[src/rtl/pmc_pkg.sv]
// Package: shared field positions, mode codes and the configuration record
// for the dual-event performance monitor counter.
// Assumes a 32-bit control word whose layout is seen by software.
package pmc_pkg;

    localparam int unsigned CTRL_W   = 32;
    localparam int unsigned SEL_W    = 6;

    // Bit positions inside the control word (software-visible layout).
    localparam int unsigned B_EN     = 0;
    localparam int unsigned B_CLR    = 1;
    localparam int unsigned B_IE     = 2;
    localparam int unsigned B_OVF    = 3;
    localparam int unsigned B_CMODE  = 4;
    localparam int unsigned B_SMODE  = 7;
    localparam int unsigned B_FILT   = 10;
    localparam int unsigned B_STALL  = 13;
    localparam int unsigned B_SELB   = 16;
    localparam int unsigned B_SELA   = 24;

    // Combine modes for the two selected events.
    typedef enum logic [2:0] {
        CM_FIRST  = 3'b000,
        CM_BOTH   = 3'b001,
        CM_EITHER = 3'b010
    } cmb_mode_e;

    // Roles of the secondary register.
    typedef enum logic [2:0] {
        SM_ZERO = 3'b000,
        SM_SNAP = 3'b001,
        SM_CEIL = 3'b011
    } sec_mode_e;

    // Stored configuration fields.
    typedef struct packed {
        logic [SEL_W-1:0] sel_a;
        logic [SEL_W-1:0] sel_b;
        logic [2:0]       stall;
        logic [2:0]       filt;
        logic [2:0]       smode;
        logic [2:0]       cmode;
        logic             ie;
        logic             en;
    } pmc_cfg_t;

endpackage

[src/rtl/pmc_ctrl_reg.sv]
// Module: control register of the monitor counter.
// Stores the writable fields, produces a one-cycle clear request on a write
// with the clear bit set, and assembles the read-back word. Reserved bits and
// the clear bit read as zero; overflow status comes from the counter.
module pmc_ctrl_reg
    import pmc_pkg::*;
(
    input  logic              clk,
    input  logic              rst_n,
    input  logic              wr,
    input  logic [CTRL_W-1:0] wdata,
    input  logic              ovf,
    output pmc_cfg_t          cfg,
    output logic              clr_req,
    output logic [CTRL_W-1:0] word
);

    logic unused_bits;

    // Store the writable fields on a control write.
    always_ff @(posedge clk) begin
        if (!rst_n) begin
            cfg <= '0;
        end else if (wr) begin
            cfg.en    <= wdata[B_EN];
            cfg.ie    <= wdata[B_IE];
            cfg.cmode <= wdata[B_CMODE +: 3];
            cfg.smode <= wdata[B_SMODE +: 3];
            cfg.filt  <= wdata[B_FILT  +: 3];
            cfg.stall <= wdata[B_STALL +: 3];
            cfg.sel_b <= wdata[B_SELB  +: SEL_W];
            cfg.sel_a <= wdata[B_SELA  +: SEL_W];
        end
    end

    // Clear is a write-time request, never stored.
    assign clr_req = wr & wdata[B_CLR];

    // Assemble the read-back word; unlisted bits stay zero.
    always_comb begin
        word                    = '0;
        word[B_EN]              = cfg.en;
        word[B_IE]              = cfg.ie;
        word[B_OVF]             = ovf;
        word[B_CMODE +: 3]      = cfg.cmode;
        word[B_SMODE +: 3]      = cfg.smode;
        word[B_FILT  +: 3]      = cfg.filt;
        word[B_STALL +: 3]      = cfg.stall;
        word[B_SELB  +: SEL_W]  = cfg.sel_b;
        word[B_SELA  +: SEL_W]  = cfg.sel_a;
    end

    assign unused_bits = ^{wdata[31:30], wdata[23:22], wdata[B_OVF]};

endmodule

[src/rtl/pmc_event_sel.sv]
// Module: event picker and combiner.
// Picks two lines from the event bus by index (index 0 or an index beyond
// the bus means no event), then combines them by the combine mode. Purely
// combinational; undefined mode values yield no hit.
module pmc_event_sel
    import pmc_pkg::*;
#(
    parameter int unsigned EVT_W = 64
) (
    input  logic [EVT_W-1:0] evt,
    input  logic [SEL_W-1:0] sel_a,
    input  logic [SEL_W-1:0] sel_b,
    input  logic [2:0]       mode,
    output logic             hit
);

    localparam int unsigned LANES = 2;

    logic [SEL_W-1:0] sel [LANES];
    logic [LANES-1:0] pick;

    assign sel[0] = sel_a;
    assign sel[1] = sel_b;

    // One selector lane per chosen event.
    for (genvar g = 0; g < LANES; g++) begin : g_lane
        // Select the event line, with index 0 reserved for "none".
        always_comb begin
            pick[g] = 1'b0;
            for (int i = 1; i < EVT_W; i++) begin
                if (int'(sel[g]) == i) pick[g] = evt[i];
            end
        end
    end

    // Combine the two picked events according to the mode.
    always_comb begin
        case (mode)
            CM_FIRST:  hit = pick[0];
            CM_BOTH:   hit = pick[0] & pick[1];
            CM_EITHER: hit = pick[0] ^ pick[1];
            default:   hit = 1'b0;
        endcase
    end

endmodule

[src/rtl/pmc_counter.sv]
// Module: main counter with sticky overflow.
// Advances by one per increment request. Outside ceiling mode it wraps at
// all-ones and flags overflow; in ceiling mode it stops at the ceiling and
// flags overflow on any request made there. Clear wins over everything.
module pmc_counter #(
    parameter int unsigned CNT_W = 32
) (
    input  logic             clk,
    input  logic             rst_n,
    input  logic             clr,
    input  logic             inc,
    input  logic             ceil_en,
    input  logic [CNT_W-1:0] ceil_val,
    output logic [CNT_W-1:0] cnt,
    output logic [CNT_W-1:0] cnt_plus,
    output logic             stepped,
    output logic             ovf
);

    localparam logic [CNT_W-1:0] ALL_ONES = '1;

    logic step;
    logic ovf_set;

    assign cnt_plus = cnt + 1'b1;

    // Decide whether this request advances the count or flags overflow.
    always_comb begin
        step    = 1'b0;
        ovf_set = 1'b0;
        if (inc) begin
            if (ceil_en) begin
                if (cnt >= ceil_val) ovf_set = 1'b1;
                else                 step    = 1'b1;
            end else begin
                step    = 1'b1;
                ovf_set = (cnt == ALL_ONES);
            end
        end
    end

    assign stepped = step & ~clr;

    // Count register and sticky overflow.
    always_ff @(posedge clk) begin
        if (!rst_n || clr) begin
            cnt <= '0;
            ovf <= 1'b0;
        end else begin
            if (step)    cnt <= cnt_plus;
            if (ovf_set) ovf <= 1'b1;
        end
    end

endmodule

[src/rtl/pmc_secondary.sv]
// Module: secondary register.
// Held at zero, loaded with the counter's upper half on each increment, or
// kept as a software-written value (ceiling). A snapshot load wins over a
// same-cycle software write.
module pmc_secondary
    import pmc_pkg::*;
#(
    parameter int unsigned CNT_W  = 32,
    parameter int unsigned HALF_W = CNT_W / 2
) (
    input  logic              clk,
    input  logic              rst_n,
    input  logic [2:0]        mode,
    input  logic              stepped,
    input  logic [HALF_W-1:0] snap,
    input  logic              wr,
    input  logic [CNT_W-1:0]  wdata,
    output logic [CNT_W-1:0]  sec
);

    logic [CNT_W-1:0] snap_ext;

    // Zero-extend the snapshot into the register width.
    always_comb begin
        snap_ext             = '0;
        snap_ext[HALF_W-1:0] = snap;
    end

    // Update the secondary register according to its role.
    always_ff @(posedge clk) begin
        if (!rst_n) begin
            sec <= '0;
        end else begin
            case (mode)
                SM_ZERO: sec <= '0;
                SM_SNAP: begin
                    if (stepped)  sec <= snap_ext;
                    else if (wr)  sec <= wdata;
                end
                default: if (wr) sec <= wdata;
            endcase
        end
    end

endmodule

[src/rtl/perf_event_counter.sv]
// Module: dual-event performance monitor counter (top).
// Decodes the register port, wires the control register, event picker,
// main counter and secondary register, and drives the level interrupt.
// Assumes CNT_W is even and at most 32, and EVT_W at most 64.
module perf_event_counter
    import pmc_pkg::*;
#(
    parameter int unsigned EVT_W = 64,
    parameter int unsigned CNT_W = 32
) (
    input  logic             clk,
    input  logic             rst_n,
    input  logic [EVT_W-1:0] evt_i,
    input  logic             bus_wr,
    input  logic [1:0]       bus_addr,
    input  logic [31:0]      bus_wdata,
    output logic [31:0]      bus_rdata,
    output logic             irq
);

    localparam int unsigned HALF_W = CNT_W / 2;
    localparam logic [1:0]  A_CTRL = 2'd0;
    localparam logic [1:0]  A_CNT  = 2'd1;
    localparam logic [1:0]  A_SEC  = 2'd2;

    pmc_cfg_t          cfg;
    logic              clr_req;
    logic [CTRL_W-1:0] ctrl_word;
    logic              hit;
    logic              inc;
    logic [CNT_W-1:0]  cnt_q;
    logic [CNT_W-1:0]  cnt_plus;
    logic              stepped;
    logic              ovf_q;
    logic [CNT_W-1:0]  sec_q;
    logic              wr_ctrl;
    logic              wr_sec;

    assign wr_ctrl = bus_wr & (bus_addr == A_CTRL);
    assign wr_sec  = bus_wr & (bus_addr == A_SEC);

    pmc_ctrl_reg u_ctrl (
        .clk     (clk),
        .rst_n   (rst_n),
        .wr      (wr_ctrl),
        .wdata   (bus_wdata),
        .ovf     (ovf_q),
        .cfg     (cfg),
        .clr_req (clr_req),
        .word    (ctrl_word)
    );

    pmc_event_sel #(.EVT_W(EVT_W)) u_sel (
        .evt   (evt_i),
        .sel_a (cfg.sel_a),
        .sel_b (cfg.sel_b),
        .mode  (cfg.cmode),
        .hit   (hit)
    );

    assign inc = cfg.en & hit;

    pmc_counter #(.CNT_W(CNT_W)) u_cnt (
        .clk      (clk),
        .rst_n    (rst_n),
        .clr      (clr_req),
        .inc      (inc),
        .ceil_en  (cfg.smode == SM_CEIL),
        .ceil_val (sec_q),
        .cnt      (cnt_q),
        .cnt_plus (cnt_plus),
        .stepped  (stepped),
        .ovf      (ovf_q)
    );

    pmc_secondary #(.CNT_W(CNT_W), .HALF_W(HALF_W)) u_sec (
        .clk     (clk),
        .rst_n   (rst_n),
        .mode    (cfg.smode),
        .stepped (stepped),
        .snap    (cnt_plus[CNT_W-1:HALF_W]),
        .wr      (wr_sec),
        .wdata   (bus_wdata[CNT_W-1:0]),
        .sec     (sec_q)
    );

    // Read mux; narrow registers are zero-extended.
    always_comb begin
        bus_rdata = '0;
        case (bus_addr)
            A_CTRL:  bus_rdata = ctrl_word;
            A_CNT:   bus_rdata[CNT_W-1:0] = cnt_q;
            A_SEC:   bus_rdata[CNT_W-1:0] = sec_q;
            default: bus_rdata = '0;
        endcase
    end

    assign irq = ovf_q & cfg.ie;

endmodule

[config.mk]
export PLATFORM = sky130hd
export DESIGN_NAME = perf_event_counter
export DESIGN_NICKNAME = d
export VERILOG_FILES = /design/src/rtl/pmc_pkg.sv /design/src/rtl/pmc_ctrl_reg.sv /design/src/rtl/pmc_event_sel.sv /design/src/rtl/pmc_counter.sv /design/src/rtl/pmc_secondary.sv /design/src/rtl/perf_event_counter.sv
export SDC_FILE = /design/constraint.sdc
export NUM_CORES = 1
export LEC_CHECK = 0
export CAP_MARGIN = 20
export CORE_MARGIN = 5
export CORE_UTILIZATION = 56
export DETAILED_ROUTE_END_ITERATION = 8
export DONT_BUFFER_PORTS = 1
export GPL_TIMING_DRIVEN = 0
export PLACE_DENSITY_LB_ADDON = 0.12
export RECOVER_POWER = 25
export SYNTH_ARGS = -nofsm -noshare
export SYNTH_HDL_FRONTEND = slang
export SYNTH_SLANG_ARGS = --single-unit
[constraint.sdc]
create_clock -name clk -period 7.17 [get_ports clk]
set_input_delay 0.3585 -clock clk [delete_from_list [all_inputs] [get_ports clk]]
set_output_delay 0.3585 -clock clk [all_outputs]
set_load 0.03 [all_outputs]
# Word-level counts from Yosys, hierarchy flattened
# Index checks and enable logic that the tools add are counted.
totals:
  input_bits: 101
  output_inout_bits: 33
  elab_cells: 297
  ff_bits: 91
classes:
  order_cmp: 1
  n_eq_ne: 133
  add_sub_neg: 1
  bitwise_logic: 9
  n_reduce_logical: 5
  muxes: 137
ops:
  columns: ["cell", "n"]
  rows:
  - ["$eq A6 B6 Y1 const B", 64]
  - ["$eq A6 B5 Y1 const B", 32]
  - ["$mux W1", 132]
  - ["$eq A6 B4 Y1 const B", 16]
  - ["$pmux W32 S3", 1]
  - ["$mux W32", 2]
  - ["$pmux W32 S2", 1]
  - ["$eq A6 B3 Y1 const B", 8]
  - ["$add A32 B1 Y32 const B", 1]
  - ["$eq A32 B32 Y1 const B", 1]
  - ["$ge A32 B32 Y1", 1]
  - ["$eq A6 B2 Y1 const B", 4]
  - ["$eq A6 B1 Y1 const B", 2]
  - ["$and A1 B1 Y1", 7]
  - ["$eq A3 B1 Y1 const B", 2]
  - ["$eq A3 B2 Y1 const B", 2]
  - ["$logic_not A3 Y1", 2]
  - ["$pmux W1 S3", 1]
  - ["$eq A2 B1 Y1 const B", 1]
  - ["$eq A2 B2 Y1 const B", 1]
  - ["$logic_not A2 Y1", 1]
  - ["$logic_not A1 Y1", 1]
  - ["$logic_or A1 B1 Y1", 1]
  - ["$not A1 Y1", 1]
  - ["$xor A1 B1 Y1", 1]

# Logic depth before layout (Yosys ltp)
# Gate-level depths: netlist (run 1).
logic_depth:
  ltp_word: 71
  ltp_mapped: 21
  mapped_depth_nobuf: 17

# Cells and area by module
# A second synthesis (run 1) with hierarchy kept.
unflattened:
  cells_unflattened: 950
  hier_area_um2: 8152.8
by_module_without_submodules:
  columns: ["mod", "n_inst", "area_per_inst_um2", "cells_per_inst"]
  rows:
  - ["pmc_counter", 1, 2849.0, 359]
  - ["pmc_event_sel", 1, 1883.1, 283]
  - ["pmc_secondary", 1, 1273.7, 108]
  - ["pmc_ctrl_reg", 1, 1252.5, 117]
  - ["perf_event_counter", 1, 894.6, 83]

# Least setup slack after synthesis (run 1)
# Ideal clock, no wire load.
synth_timing:
  kind: "reg-to-reg"
  startpoint: "register, netlist name u_ctrl.cfg[15]"
  endpoint: "register u_sec.sec[13]"
  stages_incl_launch_ff: 20
  synth_period_minus_slack_ns: 4.042
  n_path_buf: 5
  arrival_ns: 3.922
  setup_slack_ns: 3.128
  cell_sequence: "dfxtp_1 > clkbuf_1 > clkbuf_1 > buf_1 > mux2i_1 > o21ai_0 > a221o_1 > a21oi_1 > a311oi_1 > or3_1 > ha_1 > a21oi_1 > o221ai_1 > nand2_1 > o21ai_1 > o21ai_2 > buf_2 > clkbuf_1 > nor4_1 > a211o_1"
synth_via:
  elab_chain_len: 71
synth_lines:
  columns: ["item", "line_no", "text"]
  rows:
  - ["$eq A6 B2 Y1", "pmc_event_sel.sv:31", "if (int'(sel[g]) == i) pick[g] = evt[i];"]
  - ["$mux W1 (62 in a row)", "pmc_event_sel.sv:31", null]
  - ["$mux W1 *", "pmc_event_sel.sv:31", null]
  - ["$xor A1 B1 Y1 or $and A1 B1 Y1 (tied branches)", "pmc_event_sel.sv:41, pmc_event_sel.sv:40", null]
  - ["$pmux W1 S3 *", "pmc_event_sel.sv:38", "case (mode)"]
  - ["$and A1 B1 Y1 *", "perf_event_counter.sv:61", "assign inc = cfg.en & hit;"]
  - ["$mux W1 *", "pmc_counter.sv:31", "if (inc) begin"]
  - ["$and A1 B1 Y1 *", "pmc_counter.sv:42", "assign stepped = step & ~clr;"]
  - ["$mux W32 *", "pmc_secondary.sv:37", "if (stepped) sec <= snap_ext;"]
  - ["$pmux W32 S2 *", "pmc_secondary.sv:34", "case (mode)"]
  - ["end signal: assignment", "pmc_secondary.sv:37", null]
  - ["end signal: assignment", "pmc_secondary.sv:38", "else if (wr) sec <= wdata;"]
  - ["end signal: assignment", "pmc_secondary.sv:40", "default: if (wr) sec <= wdata;"]
  - ["end: declaration", "pmc_secondary.sv:18", "output logic [CNT_W-1:0] sec"]
# Mark *: on every way between the ends. The rest lies on a longest branch, timed or not.
# A chain may end at the register's enable or synchronous reset.

# Worst setup path in the final report (run 1)
layout_timing:
  startpoint: "register, netlist name u_ctrl.cfg[14]"
  endpoint: "register u_sec.sec[13]"
layout_via:
  elab_chain_len: 71
layout_lines:
  columns: ["item", "line_no"]
  rows:
  - ["$eq A6 B2 Y1", "pmc_event_sel.sv:31"]
  - ["$mux W1 (62 in a row)", "pmc_event_sel.sv:31"]
  - ["$mux W1 *", "pmc_event_sel.sv:31"]
  - ["$xor A1 B1 Y1 or $and A1 B1 Y1 (tied branches)", "pmc_event_sel.sv:41, pmc_event_sel.sv:40"]
  - ["$pmux W1 S3 *", "pmc_event_sel.sv:38"]
  - ["$and A1 B1 Y1 *", "perf_event_counter.sv:61"]
  - ["$mux W1 *", "pmc_counter.sv:31"]
  - ["$and A1 B1 Y1 *", "pmc_counter.sv:42"]
  - ["$mux W32 *", "pmc_secondary.sv:37"]
  - ["$pmux W32 S2 *", "pmc_secondary.sv:34"]
# Marked as above.

==> results.toml, run 1 <==
[run_status]
status = "finished clean"

[critical_path]
critPathRequiredTime_ns = 7.47
slowest_stage = "o21ai_1"
crit_chain = "clkbuf_1 -> clkbuf_1 -> clkbuf_1 -> a21oi_1 -> nand3_1 -> o311ai_0 -> o22ai_1 -> a21oi_1 -> or3_1 -> ha_1 -> a21oi_1 -> o221ai_1 -> nand2_1 -> o21ai_1 -> o21ai_2 -> buf_2 -> clkbuf_1 -> nor4_1 -> a211o_1"
reg2reg_depth = 19
worstSetupPathType = "register to register"
timing.rr.start = "u_ctrl.cfg[14]"
r2r-end = "u_sec.sec[13]"
cpPeakStageDelay_ns = 0.59
cp-start-kind = "register"
crit_fanout = 10
arrival_ns = 5.90
path_common_cell = "clkbuf_1"
cp-end-kind = "register"
ff2ff_setup_slack_ns = 1.57

[synth]
yosys_register_bits = 91
synthDistinctLibCells = 73
seq_area_frac_synth = 0.244
async_flop_share = 0
syn_avg_cell_area_um2 = 7.23
synthesis.nets = 1169
ys.flop_type = "dfxtp_1"
synth.cell_area_mm2 = 0.00748
yosysWarningCount = 0
synthesis.instances = 1034
synth_edf_count = 0

[timing]
finalHoldViolCount = 0
fin_ws_ns = 1.57
final.min_clock_period_ns = 5.60
fin_crit_sh = 0.781
fmax_mhz = 179
slew_headroom = 0.217
rsz0062_at_grt = "false"
slew_viol_final = 0
setup_viol = 0
finalClockSkew_ns = 0.00853
tightest_slew_ns = 1.16
timing.setup.tns_ns = 0

[clock_network]
cts_tree = "yes"
clock_latency_ns = 0.35
cts_setup_buffers = 0
clock_path_buffers = 2
cts_made_buffers = 9
cts_sinks = 91
postCtsResizedCells = 0
cts-root-buf = "clkbuf_16"
clk_pin_slew_ns = 0.07
h-tree-depth = 3
cts_hold_buf = 0

[final_layout]
final_area_mm2 = 0.00800
area_growth_pct = 6.89
nNetsFinal = 1181
multi_input_area_mm2 = 0.00514
drive_above_1_share = 0.0466
seqCellArea_mm2 = 0.00182
antennaDiodeCount = 0
nFillCells = 1288
stdcell_count = 1227

[placement]
dp_cells = 1211
pre_cts_slack_ns = 1.86
finalWeightedCongestion = 1.04
placed_area_mm2 = 0.00771
dp_hpwl_mm = 21.2
place.port_buffers = 0

[power_and_ir_drop]
power_w = 0.00115
cellPowerDensity_mw_per_mm2 = 143
switchingPower_w = 0.000329
swShare = 0.287
seqPwrFrac = 0.450
internal_power_w = 0.000817
peakVddDrop_uv = 106
p_leak_nw = 2.75
power_frac_clock = 0.416
combPwrFrac = 0.133

[detailed_routing]
wl_per_cell_um = 22.4
drtIter0Drc = 1086
vias = 8205
via_per_inst = 6.69
drt_pass1_iterations = 6
ant_nets = 0
drc_errors = 0
wirelength_mm = 27.5

[global_route]
first_global_vias = 7474
grt_max_degree = 16
antenna_found_initial = 0
grtUsageTotal = 0.341
overflow = 0
grt_pass1_wl_mm = 42.8

[die]
die_y_um = 126
die_area_mm2 = 0.0158
core_area_mm2 = 0.0132
core.rowCount = 42
io_pins = 134
start_util = 0.567
die_x_um = 126

[min_path]
hold_end = "u_sec.sec[21]"
whs_path_depth = 2
min_path_type = "input pin to register"
hold_path.startpoint = "bus_wdata[21]"

[job]
maxCapViolCount = 0
-- power groups by stage --
stage | combinational (W) | clock (W) | sequential (W)
floorplan | 0.000107 | 0 | 0.000526
global placement | 0.000146 | 0 | 0.000528
detailed placement | 0.000147 | 0 | 0.000528
CTS | 0.000148 | 0.000477 | 0.000516
global route | 0.000164 | 0.000499 | 0.000517
finish | 0.000153 | 0.000477 | 0.000516
-- worst max-delay path, delay by kind of cell (launching register included) --
kind | cells | cell delay (ns)
compound gates | 9 | 1.65
fa+ha+maj | 1 | 0.29
buf+inv | 5 | 1.96
flops | 1 | 0.50
simple gates | 4 | 1.13
-- synthesized netlist by cell type (all sizes together) (11+ instances only) --
| cell | count | area share |
|---|---|---|
| inv | 55 | 0.028 |
| o211ai | 21 | 0.021 |
| nor4 | 11 | 0.0092 |
| ha | 34 | 0.057 |
| nor2b | 16 | 0.013 |
| nand2b | 15 | 0.013 |
| xnor2 | 11 | 0.013 |
| buf | 24 | 0.015 |
| or4 | 17 | 0.017 |
| dfxtp | 91 | 0.24 |
| a21boi | 27 | 0.027 |
| clkbuf | 53 | 0.027 |
| o21ai | 70 | 0.047 |
| mux2i | 53 | 0.071 |
| a21oi | 67 | 0.045 |
| nand3 | 26 | 0.017 |
| o22ai | 15 | 0.013 |
| nor2 | 74 | 0.037 |
| nand2 | 171 | 0.086 |
-- metrics by stage --
step | utilization | hold slack [ns]
after floorplan | - | 0.443
after global placement | 0.584 | 0.456
after detailed placement | 0.584 | 0.463
after CTS | 0.606 | 0.133
after global routing | 0.606 | 0.141
final | 0.606 | 0.130
-- layout by cell type (no fill, tap or decap), drive strengths merged, types with 5 or more instances in the layout --
cell type / instances
a211o: 7
a211oi: 5
a21boi: 27
a21oi: 67
a22o: 8
a2bb2oi: 5
a31oi: 9
and2: 5
and3: 7
buf: 21
clkbuf: 68
dfxtp: 91
ha: 34
inv: 56
mux2: 6
mux2i: 53
nand2: 171
nand2b: 15
nand3: 26
nand4: 10
nor2: 74
nor2b: 16
nor3: 10
nor3b: 7
nor4: 11
o2111ai: 6
o211ai: 21
o21a: 8
o21ai: 70
o21bai: 5
o221ai: 6
o22ai: 15
o311ai: 5
o31ai: 6
or3: 10
or4: 17
xnor2: 11
xor2: 10
-- final cells by class --
type,count,area share
multi-input cells,811,0.643
repair buffers,1,0.000939
well taps,176,0.0275
clock buffers,11,0.0316
clock inverters,5,0.00438
plain buffers,77,0.0391
flip-flops and latches,91,0.228
inverters,55,0.0258
-- flip-flops by register name (all words and copies together) (netlist names) --
name / cells
u_cnt.cnt: 32
u_ctrl.cfg: 26
u_cnt.ovf: 1
u_sec.sec: 32
-- worst max-delay path by stage --
stage	slack [ns]	depth (start not counted)	startpoint	to
after floorplan	3.13	19	u_ctrl.cfg[15]	u_sec.sec[13]
after global placement	1.85	19	u_ctrl.cfg[14]	u_sec.sec[13]
after detailed placement	1.86	19	u_ctrl.cfg[14]	u_sec.sec[13]
after CTS	1.82	19	u_ctrl.cfg[14]	u_sec.sec[13]
after global routing	1.32	19	u_ctrl.cfg[14]	u_sec.sec[13]
final	1.57	19	u_ctrl.cfg[14]	u_sec.sec[13]
-- metal layers --
layer | vias up | global-route usage | routed length, µm
met5 | - | 0 | 0
met4 | 0 | 0.0899 | 633
met3 | 63 | 0.116 | 3550
met2 | 534 | 0.492 | 11600
met1 | 3855 | 0.487 | 11700
li1 | 3753 | - | -
-- cells by family (layout without fill, tap and decap cells) --
logic type,after synthesis,after routing,synth area share
AND/OR/NAND/NOR,392,392,0.249
buffers and inverters,132,149,0.0694
flip-flops,91,91,0.244
adder cells (fa/ha/maj),34,34,0.0569
XOR/XNOR,21,21,0.0246
AO/OA/AOI/OAI,302,302,0.267
multiplexers,62,62,0.0890
(Power assumes the default switching activity.)
==> inputs of run 2 (changes only) <==
- clock period: 7.17 -> 4.6 ns (I/O delays scaled with it)
==> run 2 against run 1 <==
Critical path depth did not move. Design area rose by 0.91%. Via count fell by 0.52%. Global-route usage barely moved. Combinational power rose by 56%. Final cell count fell by 0.33%. Die area did not move. First-iteration DRC count fell by 1.9%. Non-clock buffer count fell by 4. Power rose by 56%. Largest power group unchanged.
==> results.toml, run 2 (synthesis results as in run 1) <==
[run_status]
status = "finished clean"

[clock_network]
clock_path_buffers = 2
clock_latency_ns = 0.36
clk_pin_slew_ns = 0.07
h-tree-depth = 3
cts_hold_buf = 0
cts_made_buffers = 9
cts-root-buf = "clkbuf_16"
cts_tree = "yes"
cts_sinks = 91

[timing]
fin_crit_sh = 0.961
slew_headroom = 0.198
fin_ws_ns = 0.182
finalClockSkew_ns = 0.0106
finalHoldViolCount = 0
fin_hold_ws_ns = 0.00303
fmax_mhz = 226
setup_viol = 0
tightest_slew_ns = 1.19
final.min_clock_period_ns = 4.42
slew_viol_final = 0

[critical_path]
worstSetupPathType = "register to register"
cp-startpoint = "u_ctrl.cfg[18]"
critPathRequiredTime_ns = 4.90
timing.rr.start = "u_ctrl.cfg[18]"
cp-end-kind = "register"
crit_fanout = 10
cp-start-kind = "register"
arrival_ns = 4.72

[global_route]
overflow = 0
first_global_vias = 7473
antenna_found_initial = 0
grt_pass1_wl_mm = 42.7
grtUsageTotal = 0.341
grt_max_degree = 16

[placement]
pre_cts_slack_ns = -0.711
finalWeightedCongestion = 1.04
place.port_buffers = 0
dp_hpwl_mm = 21.2
dp_cells = 1211

[job]
maxCapViolCount = 0

[die]
io_pins = 134
core_area_mm2 = 0.0132
die_area_mm2 = 0.0158
die_x_um = 126
die_y_um = 126
core.rowCount = 42
start_util = 0.567

[final_layout]
stdcell_count = 1223
antennaDiodeCount = 0
area_growth_pct = 7.86
nNetsFinal = 1177
layout_top_registers = "u_cnt.cnt (32), u_sec.sec (32), u_ctrl.cfg (26)"
nFillCells = 1289
final_util = 0.612
drive_above_1_share = 0.0707
layout_commonest_cell = "nand2_1"
final_cell_mix = "170 x nand2_1, 89 x dfxtp_1, 74 x nor2_1, 67 x a21oi_1, 64 x o21ai_0"

[min_path]
hold_path.startpoint = "bus_wdata[21]"
min_path_type = "input pin to register"

[detailed_routing]
wirelength_mm = 27.5
via_per_inst = 6.67
wl_per_cell_um = 22.5
ant_nets = 0
drt_pass1_iterations = 5
drc_errors = 0
vias = 8162
drtIter0Drc = 1065

[power_and_ir_drop]
cellPowerDensity_mw_per_mm2 = 222
p_leak_nw = 2.82
power_w = 0.00179
peakVddDrop_uv = 165
run 2: worst max-delay path, stage by stage (launching register included):
cell      delay (ns)
dfxtp_1         0.71
inv_1           0.23
o211ai_1        0.24
a21oi_1         0.08
o21ai_0         0.23
a31o_2          0.18
a21oi_1         0.09
o22ai_1         0.13
a21oi_1         0.10
or3_1           0.38
ha_1            0.29
a21oi_1         0.06
o221ai_1        0.08
nand2_1         0.12
o21ai_4         0.28
o21ai_2         0.13
clkbuf_4        0.27
clkbuf_4        0.25
nor4_2          0.39
a211o_1         0.14
run 2: layout make-up:
type	count	area, µm²	area share
clock buffers	11	253	0.0313
plain buffers	73	339	0.0420
inverters	55	206	0.0256
flip-flops and latches	91	1820	0.226
clock inverters	5	35.0	0.00434
multi-input cells	811	5180	0.642
repair buffers	1	7.51	0.000931
well taps	176	220	0.0273
run 2: per-stage QoR:
| stage | TNS (ns) | area, µm² |
|---|---|---|
| 6_report | 0 | 8070 |
| 5_1_grt | -0.0289 | 8070 |
| 4_1_cts | 0 | 8010 |
| 3_5_place_dp | -24.48 | 7710 |
| 3_3_place_gp | -27.91 | 7700 |
| 2_1_floorplan | 0 | 7480 |
run 2: power by group:
part | internal [W] | switching [W] | total [W] | leakage (nW)
clock network | 0.000398 | 0.000345 | 0.000743 | 0.142
logic | 0.0000815 | 0.000156 | 0.000238 | 1.94
registers | 0.000797 | 0.0000128 | 0.000809 | 0.736
total | 0.00128 | 0.000514 | 0.00179 | 2.82
run 2: metal layers:
metal / share of wire / vias up / global-route usage
met5: 0 / - / 0
met4: 0.027 / 0 / 0.0893
met3: 0.13 / 70 / 0.116
met2: 0.42 / 533 / 0.492
met1: 0.42 / 3802 / 0.487
li1: - / 3757 / -
run 2: path summary, 6_finish.rpt:
check | to | slack (ns) | cells after the start
max | u_sec.sec[13] | 0.18 | 19
min | u_sec.sec[21] | 0.003 | 2
max reg2reg | u_sec.sec[13] | 0.18 | 19
min reg2reg | u_ctrl.cfg[10] | 0.47 | 2
run 2: what timing repair did:
| action | in CTS | in global routing |
|---|---|---|
| endpoints found under the setup margin | 60 | 60 |
| pin swaps | 0 | 0 |
| resized for setup | 12 | 30 |
| buffers inserted | 0 | 0 |
==> inputs of run 3 (changes only) <==
- CORE_UTILIZATION: 56 -> 50
==> run 3 against run 2 <==
Clock power decreased by 4.3%. Register-to-register slack got worse by 0.08 ns. Design area increased by 0.16%. Hold slack improved by 0.0056 ns. Via count decreased by 0.48%. Flip-flop and latch count unchanged. Critical endpoint is now u_sec.sec[11]. Largest cell class unchanged. Highest routed layer is now met5.
==> results.toml, run 3 (synthesis results as in run 1) <==
[run_status]
status = "finished clean"

[timing]
slew_headroom = 0.230
setup_viol = 0
finalClockSkew_ns = 0.0126
tightest_slew_ns = 1.14
final.min_clock_period_ns = 4.50
slew_viol_final = 0
finalHoldViolCount = 0
fin_hold_ws_ns = 0.00864
fin_crit_sh = 0.978
rsz0062_at_grt = "true"
fmax_mhz = 222

[final_layout]
nNetsFinal = 1180
layout_top_registers = "u_cnt.cnt (32), u_sec.sec (32), u_ctrl.cfg (26)"
layout_commonest_cell = "nand2_1"
antennaDiodeCount = 0
stdcell_count = 1234
drive_above_1_share = 0.0695
area_growth_pct = 8.03
final_cell_mix = "170 x nand2_1, 90 x dfxtp_1, 74 x nor2_1, 67 x a21oi_1, 64 x o21ai_0"
final_area_mm2 = 0.00808

[power_and_ir_drop]
p_leak_nw = 2.82
switchingPower_w = 0.000511
peakVddDrop_uv = 223
power_frac_clock = 0.404
combPwrFrac = 0.136
internal_power_w = 0.00125
swShare = 0.290
seqPwrFrac = 0.459
cellPowerDensity_mw_per_mm2 = 218

[critical_path]
endpoint = "u_sec.sec[11]"
r2r-end = "u_sec.sec[11]"
critPathRequiredTime_ns = 4.90
reg2reg_depth = 18
cp-start-kind = "register"
crit_fanout = 10
ff2ff_setup_slack_ns = 0.1
cp-startpoint = "u_ctrl.cfg[16]"
worstSetupPathType = "register to register"
cp-end-kind = "register"
arrival_ns = 4.80
timing.rr.start = "u_ctrl.cfg[16]"

[clock_network]
clock_path_buffers = 2
clock_latency_ns = 0.36
cts_sinks = 91
clk_pin_slew_ns = 0.07
cts-root-buf = "clkbuf_16"
cts_made_buffers = 9
cts_tree = "yes"
h-tree-depth = 3

[die]
io_pins = 134
start_util = 0.513
core_area_mm2 = 0.0146
die_x_um = 132
core.rowCount = 44
die_area_mm2 = 0.0175
die_y_um = 132

[global_route]
grtUsageTotal = 0.315
grt_max_degree = 16
antenna_found_initial = 1
overflow = 0
first_global_vias = 7373
grt_pass1_wl_mm = 43.8

[placement]
finalWeightedCongestion = 1.01
placed_area_mm2 = 0.00771
place.port_buffers = 0
dp_hpwl_mm = 22.4
dp_cells = 1219

[min_path]
min_path_type = "input pin to register"

[detailed_routing]
wirelength_mm = 28.7
via_per_inst = 6.58
wl_per_cell_um = 23.3
drtIter0Drc = 919
drt_pass1_iterations = 6
vias = 8123
ant_nets = 0
drc_errors = 0

[job]
maxCapViolCount = 0
-- run 3: power groups by stage --
| stage | logic (W) | clock network [W] | registers, W |
|---|---|---|---|
| after floorplan | 0.000167 | 0 | 0.000819 |
| after global placement | 0.000231 | 0 | 0.000822 |
| after detailed placement | 0.000230 | 0 | 0.000822 |
| after CTS | 0.000232 | 0.000717 | 0.000806 |
| after global routing | 0.000256 | 0.000749 | 0.000809 |
| final | 0.000240 | 0.000711 | 0.000809 |
-- run 3: metrics by stage --
step                utilization  total power, W  TNS, ns  worst slack [ns]
global placement          0.528         0.00105   -30.74            -0.935
CTS                       0.550         0.00175        0            0.0146
detailed placement        0.529         0.00105   -30.10            -0.870
floorplan                     -        0.000987        0             0.558
global route              0.554         0.00181  -0.0864           -0.0215
finish                    0.554         0.00176        0            0.0995
-- run 3: timing repair --
action / CTS / global route
endpoints found under the hold margin: 2 / 0
buffers inserted: 0 / 1
endpoints found under the setup margin: 60 / 60
hold buffers: 2 / 0
pin swaps: 0 / 1
resized for setup: 15 / 21
-- run 3: how the worst min path moves through the flow --
stage / cells after the start / to / startpoint
after floorplan: 2 / u_sec.sec[16] / bus_wdata[16]
after global placement: 2 / u_sec.sec[24] / bus_wdata[24]
after detailed placement: 2 / u_sec.sec[25] / bus_wdata[25]
after CTS: 2 / u_sec.sec[16] / bus_wdata[16]
after global routing: 2 / u_sec.sec[30] / bus_wdata[30]
final: 2 / u_sec.sec[16] / bus_wdata[16]
-- run 3: final cells by class --
type | instances | area, µm²
Buffer | 73 | 327
Clock buffer | 11 | 233
Clock inverter | 5 | 36.3
Fill cell | 1458 | 6510
Inverter | 55 | 206
Multi-Input combinational cell | 811 | 5190
Sequential cell | 91 | 1820
Tap cell | 184 | 230
Timing Repair Buffer | 4 | 32.5
-- run 3: per-layer routing --
metal	wire length (µm)	GRT usage
met1	12000	0.433
met2	12900	0.500
met3	2970	0.0664
met4	790	0.0860
met5	13	0
-- run 3: worst max-delay path: stages (launching register included) --
cell and delay (ns):
dfxtp_1 0.46, buf_2 0.28, clkbuf_2 0.30, o21ai_0 0.17, a31o_2 0.27, a21oi_1 0.14
a21oi_1 0.06, o22ai_1 0.11, a21oi_1 0.12, or3_1 0.41, ha_1 0.30, a21oi_1 0.07
o221ai_1 0.09, nand2_1 0.11, o21ai_4 0.29, o21ai_2 0.15, clkbuf_2 0.27, nor4_1 0.66
a211o_1 0.17
